<file path="src/rtl/hwp_pkg.sv">
package hwp_pkg;
  localparam int BYTE_W = 9;
  localparam int WORD_W = 2 * BYTE_W;

  // Place two bytes into a word; 'earlier' is the byte that arrived first.
  function automatic logic [WORD_W-1:0] pair_word(
    input logic [BYTE_W-1:0] earlier,
    input logic [BYTE_W-1:0] later,
    input logic              hi_first
  );
    pair_word = hi_first ? {earlier, later} : {later, earlier};
  endfunction
endpackage

</file>
<file path="src/rtl/hwp_cell_seq.sv">
module hwp_cell_seq #(
  parameter int BYTE_W  = 9,
  parameter int LEN_W   = 8,
  parameter int DEL_IDX = 5,
  parameter int INS_IDX = 6
) (
  input  logic              clk,
  input  logic              rst_n,
  input  logic              in_valid,
  output logic              in_ready,
  input  logic [BYTE_W-1:0] in_data,
  input  logic              in_sof,
  input  logic [LEN_W-1:0]  len_i,
  input  logic              tx_i,
  input  logic              edit_i,
  output logic              ev_valid,
  output logic [BYTE_W-1:0] ev_byte,
  output logic              ev_start,
  output logic              ev_last
);
  localparam logic [LEN_W-1:0] DEL_AT    = LEN_W'(DEL_IDX);
  localparam logic [LEN_W-1:0] INS_AFTER = LEN_W'(INS_IDX - 1);

  logic [LEN_W-1:0] pos_q, pos_d, bidx;
  logic             ins_q, ins_d;
  logic             take, in_cell, acc, drop, last;

  always_comb begin
    in_ready = !ins_q;
    take     = in_valid && !ins_q;
    in_cell  = (pos_q != '0);
    acc      = take && (in_cell || in_sof);
    bidx     = pos_q + 1'b1;
    last     = acc && (bidx == len_i);
    drop     = acc && edit_i && tx_i && (bidx == DEL_AT);
    ins_d    = acc && edit_i && !tx_i && (bidx == INS_AFTER);
    if (last)      pos_d = '0;
    else if (acc)  pos_d = bidx;
    else           pos_d = pos_q;
    ev_valid = ins_q || (acc && !drop);
    ev_byte  = ins_q ? '0 : in_data;
    ev_start = acc && !in_cell;
    ev_last  = last;
  end

  always_ff @(posedge clk or negedge rst_n) begin
    if (!rst_n) begin
      pos_q <= '0;
      ins_q <= 1'b0;
    end else begin
      pos_q <= pos_d;
      ins_q <= ins_d;
    end
  end


  pos_bound_chk: assert property (@(posedge clk) disable iff (!rst_n)
    (pos_q == '0) || (pos_q < len_i));

  ins_one_cycle_chk: assert property (@(posedge clk) disable iff (!rst_n)
    ins_q |=> !ins_q);
endmodule

</file>
<file path="src/rtl/hwp_lane_pack.sv">
module hwp_lane_pack
  import hwp_pkg::*;
(
  input  logic              clk,
  input  logic              rst_n,
  input  logic              ev_valid,
  input  logic [BYTE_W-1:0] ev_byte,
  input  logic              ev_start,
  input  logic              ev_last,
  input  logic              narrow_i,
  input  logic              swap_i,
  output logic              out_valid,
  output logic [WORD_W-1:0] out_data,
  output logic              out_sof
);
  logic [BYTE_W-1:0] half_q;
  logic              half_vld_q, half_vld_d, half_ld;
  logic              sofp_q, sofp_d, sof_now;
  logic              emit;
  logic [WORD_W-1:0] word_d;
  logic              ov_q, os_q;
  logic [WORD_W-1:0] od_q;

  always_comb begin
    emit       = 1'b0;
    half_ld    = 1'b0;
    half_vld_d = half_vld_q;
    word_d     = od_q;
    if (ev_valid) begin
      if (narrow_i) begin
        emit   = 1'b1;
        word_d = {{BYTE_W{1'b0}}, ev_byte};
      end else if (half_vld_q) begin
        emit       = 1'b1;
        word_d     = pair_word(half_q, ev_byte, swap_i);
        half_vld_d = 1'b0;
      end else if (ev_last) begin
        emit   = 1'b1;
        word_d = pair_word(ev_byte, '0, swap_i);
      end else begin
        half_ld    = 1'b1;
        half_vld_d = 1'b1;
      end
    end
    sof_now = ev_start || sofp_q;
    sofp_d  = sof_now && !emit;
  end

  always_ff @(posedge clk or negedge rst_n) begin
    if (!rst_n) begin
      half_vld_q <= 1'b0;
      sofp_q     <= 1'b0;
      ov_q       <= 1'b0;
      os_q       <= 1'b0;
    end else begin
      half_vld_q <= half_vld_d;
      sofp_q     <= sofp_d;
      ov_q       <= emit;
      os_q       <= emit && sof_now;
    end
  end

  always_ff @(posedge clk) begin
    if (half_ld) half_q <= ev_byte;
    if (emit)    od_q   <= word_d;
  end

  assign out_valid = ov_q;
  assign out_data  = od_q;
  assign out_sof   = os_q;


  cell_close_chk: assert property (@(posedge clk) disable iff (!rst_n)
    (ev_valid && ev_last && !narrow_i) |=> !half_vld_q);

  narrow_lane_chk: assert property (@(posedge clk) disable iff (!rst_n)
    (ev_valid && narrow_i) |=> (ov_q && (od_q[WORD_W-1:BYTE_W] == '0)));

  sof_valid_chk: assert property (@(posedge clk) disable iff (!rst_n)
    os_q |-> ov_q);

  no_ghost_chk: assert property (@(posedge clk) disable iff (!rst_n)
    !ev_valid |=> !ov_q);
endmodule

</file>
<file path="src/rtl/hw_packer.sv">
module hw_packer
  import hwp_pkg::*;
#(
  parameter int LEN_W   = 8,
  parameter int DEL_IDX = 5,
  parameter int INS_IDX = 6
) (
  input  logic              clk,
  input  logic              rst_n,
  input  logic              in_valid,
  output logic              in_ready,
  input  logic [BYTE_W-1:0] in_data,
  input  logic              in_sof,
  input  logic [LEN_W-1:0]  cell_len,
  input  logic              tx_mode,
  input  logic              edit_en,
  input  logic              swap_hi,
  input  logic              narrow,
  output logic              out_valid,
  output logic [WORD_W-1:0] out_data,
  output logic              out_sof
);
  logic              edit_eff;
  logic              ev_valid, ev_start, ev_last;
  logic [BYTE_W-1:0] ev_byte;

  assign edit_eff = edit_en && !narrow;

  hwp_cell_seq #(
    .BYTE_W (BYTE_W),
    .LEN_W  (LEN_W),
    .DEL_IDX(DEL_IDX),
    .INS_IDX(INS_IDX)
  ) u_seq (
    .clk     (clk),
    .rst_n   (rst_n),
    .in_valid(in_valid),
    .in_ready(in_ready),
    .in_data (in_data),
    .in_sof  (in_sof),
    .len_i   (cell_len),
    .tx_i    (tx_mode),
    .edit_i  (edit_eff),
    .ev_valid(ev_valid),
    .ev_byte (ev_byte),
    .ev_start(ev_start),
    .ev_last (ev_last)
  );

  hwp_lane_pack u_pack (
    .clk      (clk),
    .rst_n    (rst_n),
    .ev_valid (ev_valid),
    .ev_byte  (ev_byte),
    .ev_start (ev_start),
    .ev_last  (ev_last),
    .narrow_i (narrow),
    .swap_i   (swap_hi),
    .out_valid(out_valid),
    .out_data (out_data),
    .out_sof  (out_sof)
  );
endmodule

</file>
<file path="config.mk">
export PLATFORM = sky130hd
export DESIGN_NAME = hw_packer
export DESIGN_NICKNAME = d
export VERILOG_FILES = /design/src/rtl/hwp_pkg.sv /design/src/rtl/hwp_cell_seq.sv /design/src/rtl/hwp_lane_pack.sv /design/src/rtl/hw_packer.sv
export SDC_FILE = /design/constraint.sdc
export NUM_CORES = 1
export LEC_CHECK = 0
export CAP_MARGIN = 20
export CORE_MARGIN = 2
export CORE_UTILIZATION = 50
export DETAILED_ROUTE_END_ITERATION = 16
export PLACE_DENSITY_LB_ADDON = 0.05
export SYNTH_ARGS = -nofsm -noshare
export SYNTH_HDL_FRONTEND = slang
export SYNTH_SLANG_ARGS = --single-unit
</file>
<file path="constraint.sdc">
create_clock -name clk -period 8.3 [get_ports clk]
set_input_delay 0.83 -clock clk [delete_from_list [all_inputs] [get_ports clk]]
set_output_delay 0.83 -clock clk [all_outputs]
set_load 0.05 [all_outputs]
</file>
==> results.py <==
metrics = {
    "logic_synthesis": {
        "synth_fp_nets": 234,
        "avgSynthCellArea_um2": 11.1,
        "yosysWarnings": 0,
        "syn_area_um2": 2300,
        "syn_inst": 206,
        "ys_seq_area_share_pct": 49.5,
        "ys_seq_elements": 40,
        "synth-edff-count": 27,
        "async_flop_share_pct": 32.5,
        "synth_ff_type": "edfxtp_1",
        "synth.distinct_cells": 45,
    },
    "floorplanning": {
        "start_util_pct": 52.4,
        "fp-row-count": 24,
        "dieArea_um2": 5150,
        "die_w_um": 71.8,
        "fp.dieH_um": 71.8,
        "io_pins": 46,
        "fp.coreArea_um2": 4380,
    },
    "setup_path": {
        "cp_num_buf_inv": 0,
        "worst-endpoint-required_ns": 8.47,
        "arrival_ns": 3.12,
        "crit_type": "reg2reg",
        "cp-end-kind": "flip-flop",
        "critPathTopFamily": "simple AND/OR/NAND/NOR gates",
        "cp_slowest_cell": "o32ai_1",
        "cp_max_fo": 10,
        "path_cells": "ha_1, or3_2, a211oi_1, a21oi_1, o32ai_1, and3b_1, nand2b_1",
        "crit_path_start_kind": "flip-flop",
        "critPathMaxStageDelay_ns": 0.54,
    },
    "sta": {
        "fin_skew_ns": 0.00468,
        "finalSetupTns_ns": 0,
        "hold_viol_final": 0,
        "relSlewSlack_pct": 41.4,
        "rsz0062_at_grt": "false",
        "worst_slew_pin_slew_ns": 0.870,
        "finalCritPeriodShare_pct": 35.5,
        "max_freq_mhz": 339,
        "post-route-min-period_ns": 2.95,
        "holdWs_ns": 0.493,
        "drv_slew": 0,
        "setup_viol": 0,
    },
    "pwr": {
        "power_frac_seq_pct": 43.4,
        "p_comb_share_pct": 33.8,
        "intPower_mw": 0.436,
        "total_leakage_power_nw": 1.07,
        "ir_drop_mv": 0.135,
        "p_switching_mw": 0.250,
        "pwr-share-clk_pct": 22.8,
        "fin_total_pwr_mw": 0.686,
        "swShare_pct": 36.4,
        "powerDensity_nw_per_um2": 238,
    },
    "cts": {
        "htree_levels": 2,
        "clk_latency_ns": 0.29,
        "clock_sinks": 40,
        "ctsHoldBuffers": 0,
        "ctsResizeCount": 0,
        "cts_buffer_depth": 2,
        "cts_setup_buffers": 0,
        "numCtsBuffers": 5,
        "cts_tree": "built",
        "clk_pin_slew_ns": 0.08,
        "cts-root-buf": "clkbuf_8",
    },
    "global_routing": {
        "antenna_found_initial": 0,
        "grt_usage_pct": 20.0,
        "overflow": 0,
        "grt_max_degree": 31,
        "grt_pass1_vias": 1709,
        "grt_pass1_wl_um": 7920,
    },
    "detailed_routing": {
        "vias_per_cell": 5.85,
        "drt-pass1-iter-count": 4,
        "drt-initial-drc-count": 145,
        "routed_wl_um": 4720,
        "wl_per_cell_um": 15.7,
        "ant_nets": 0,
        "num_vias": 1756,
        "drc": 0,
    },
    "placement": {
        "dp_hpwl_um": 3440,
        "gp_congestion": 0.884,
        "io_buffers": 45,
    },
    "flow_run": {
        "drv_cap": 0,
    },
    "final_layout": {
        "num_antenna_cells": 0,
        "syn2layout_area_growth_pct": 25.6,
        "nNetsFinal": 275,
        "fillers": 338,
        "layout-drive-gt1-share_pct": 8.47,
    },
    "min_path": {
        "hp-class": "reg2reg",
    },
    "outcome": {
        "status": "completed",
    },
}
## cell usage after synthesis, types with 2 or more instances
master    instances  area [µm²]
nand2_1           6        22.5
o32ai_1           2        17.5
nor3_1            3        15.0
dfrtp_1          13         325
nor2b_1          12        75.1
a211oi_1         11        82.6
or3_2             2        15.0
nand3_1           4        20.0
xnor2_1           5        43.8
o21a_1            2        15.0
o21bai_1          2        15.0
inv_1             6        22.5
nor4_1            2        12.5
o21ai_0           5        25.0
mux2i_1           9        90.1
nand4_1           2        12.5
buf_4             3        22.5
clkbuf_1          7        26.3
o21ai_1           4        20.0
buf_6             2        22.5
a22o_1           22         193
edfxtp_1         27         811
nor2_1           15        56.3
ha_1              3        37.5
xor2_1            4        35.0
and3_1            2        12.5
a21oi_1          13        65.1
## cells in the final DEF, fill, tap and decap left out, types with 2 or more instances in the layout
| cell | instances |
|---|---|
| nor3_1 | 3 |
| o21ai_0 | 5 |
| o21ai_1 | 4 |
| a21oi_1 | 13 |
| edfxtp_1 | 27 |
| inv_1 | 6 |
| nor2_1 | 15 |
| ha_1 | 3 |
| o21bai_1 | 2 |
| and3_1 | 2 |
| nor2b_1 | 12 |
| nor4_1 | 2 |
| o32ai_1 | 2 |
| nand4_1 | 2 |
| xnor2_1 | 5 |
| clkdlybuf4s50_1 | 45 |
| or3_2 | 2 |
| clkbuf_8 | 5 |
| mux2i_1 | 9 |
| nand3_1 | 4 |
| a22o_1 | 22 |
| a211oi_1 | 11 |
| xor2_1 | 4 |
| dfrtp_1 | 13 |
| o21a_1 | 2 |
| nand2_1 | 6 |
## power groups by stage
stage | registers, mW | clock network, mW | logic [mW]
4_1_cts | 0.297 | 0.160 | 0.231
5_1_grt | 0.304 | 0.168 | 0.253
3_3_place_gp | 0.299 | 0 | 0.225
6_report | 0.298 | 0.156 | 0.232
2_1_floorplan | 0.315 | 0 | 0.158
3_5_place_dp | 0.301 | 0 | 0.230
## logic make-up (layout without fill, tap and decap cells)
| logic type | after synthesis | after routing | synth area share, % |
|---|---|---|---|
| AOI/OAI and AO/OA | 68 | 68 | 22.1 |
| and+or+nand+nor | 57 | 57 | 14.5 |
| DFF | 40 | 40 | 49.5 |
| buffers and inverters | 19 | 61 | 4.25 |
| muxes | 10 | 10 | 4.58 |
| xor gates and xnor gates | 9 | 9 | 3.43 |
| adders and majority gates | 3 | 3 | 1.64 |
## area by class of cell
class / instances / area [µm²] / share of cell area (%)
sequential: 40 / 1140 / 39.4
multi-input combinational: 147 / 1060 / 36.8
tap: 52 / 65.1 / 2.26
clock inverter: 3 / 42.5 / 1.48
timing repair buffer: 47 / 485 / 16.8
inverter: 6 / 22.5 / 0.781
clock buffer: 5 / 68.8 / 2.39
## metrics by stage
step / utilization [%] / setup WS (ns) / area, µm² / std cells
3_5_place_dp: 62.6 / 5.08 / 2740 / 291
3_3_place_gp: 62.6 / 5.07 / 2740 / 291
6_report: 65.8 / 5.35 / 2880 / 300
2_1_floorplan: - / 5.17 / 2300 / 206
5_1_grt: 65.8 / 5.15 / 2880 / 300
4_1_cts: 65.1 / 5.35 / 2860 / 299
## state kept, by name, summed over array words and instances (netlist names)
register	count
u_pack.out_data	18
u_pack.sofp_q	1
u_pack.half_vld_q	1
u_seq.ins_q	1
u_pack.half_q	9
u_pack.out_valid	1
u_seq.pos_q	8
u_pack.out_sof	1
## worst paths after layout
check                           depth (start not counted)  slack (ns)                       endpoint                       start
worst max-delay path                                    7        5.35  u_pack.half_vld_q$_DFFE_PN0P_  u_seq.pos_q[0]$_DFFE_PN0P_
worst min-delay path                                    2        0.49        u_pack.sofp_q$_DFF_PN0_     u_pack.sofp_q$_DFF_PN0_
worst max register to register                          7        5.35  u_pack.half_vld_q$_DFFE_PN0P_  u_seq.pos_q[0]$_DFFE_PN0P_
worst min register to register                          2        0.49        u_pack.sofp_q$_DFF_PN0_     u_pack.sofp_q$_DFF_PN0_
max in group asynchronous                               1        6.97     u_seq.pos_q[2]$_DFFE_PN0P_                       rst_n
min in group asynchronous                               1        0.93          u_seq.ins_q$_DFF_PN0_                       rst_n
## per-layer routing
layer / global-route usage (%) / wire length, µm / vias up
met5: 0 / 0 / -
met1: 28.3 / 2200 / 822
met2: 30.6 / 2200 / 66
met4: 6.50 / 26 / 0
met3: 4.50 / 300 / 2
li1: - / - / 866
## worst register-to-register path: cells and delay by family, from the launching register on
kind                       cells  cell delay [ns]
and+or+nand+nor                3             1.12
AOI/OAI and AO/OA              3             0.88
DFF                            1             0.49
adders and majority gates      1             0.35
No activity file was read; power rests on OpenSTA's default activity.
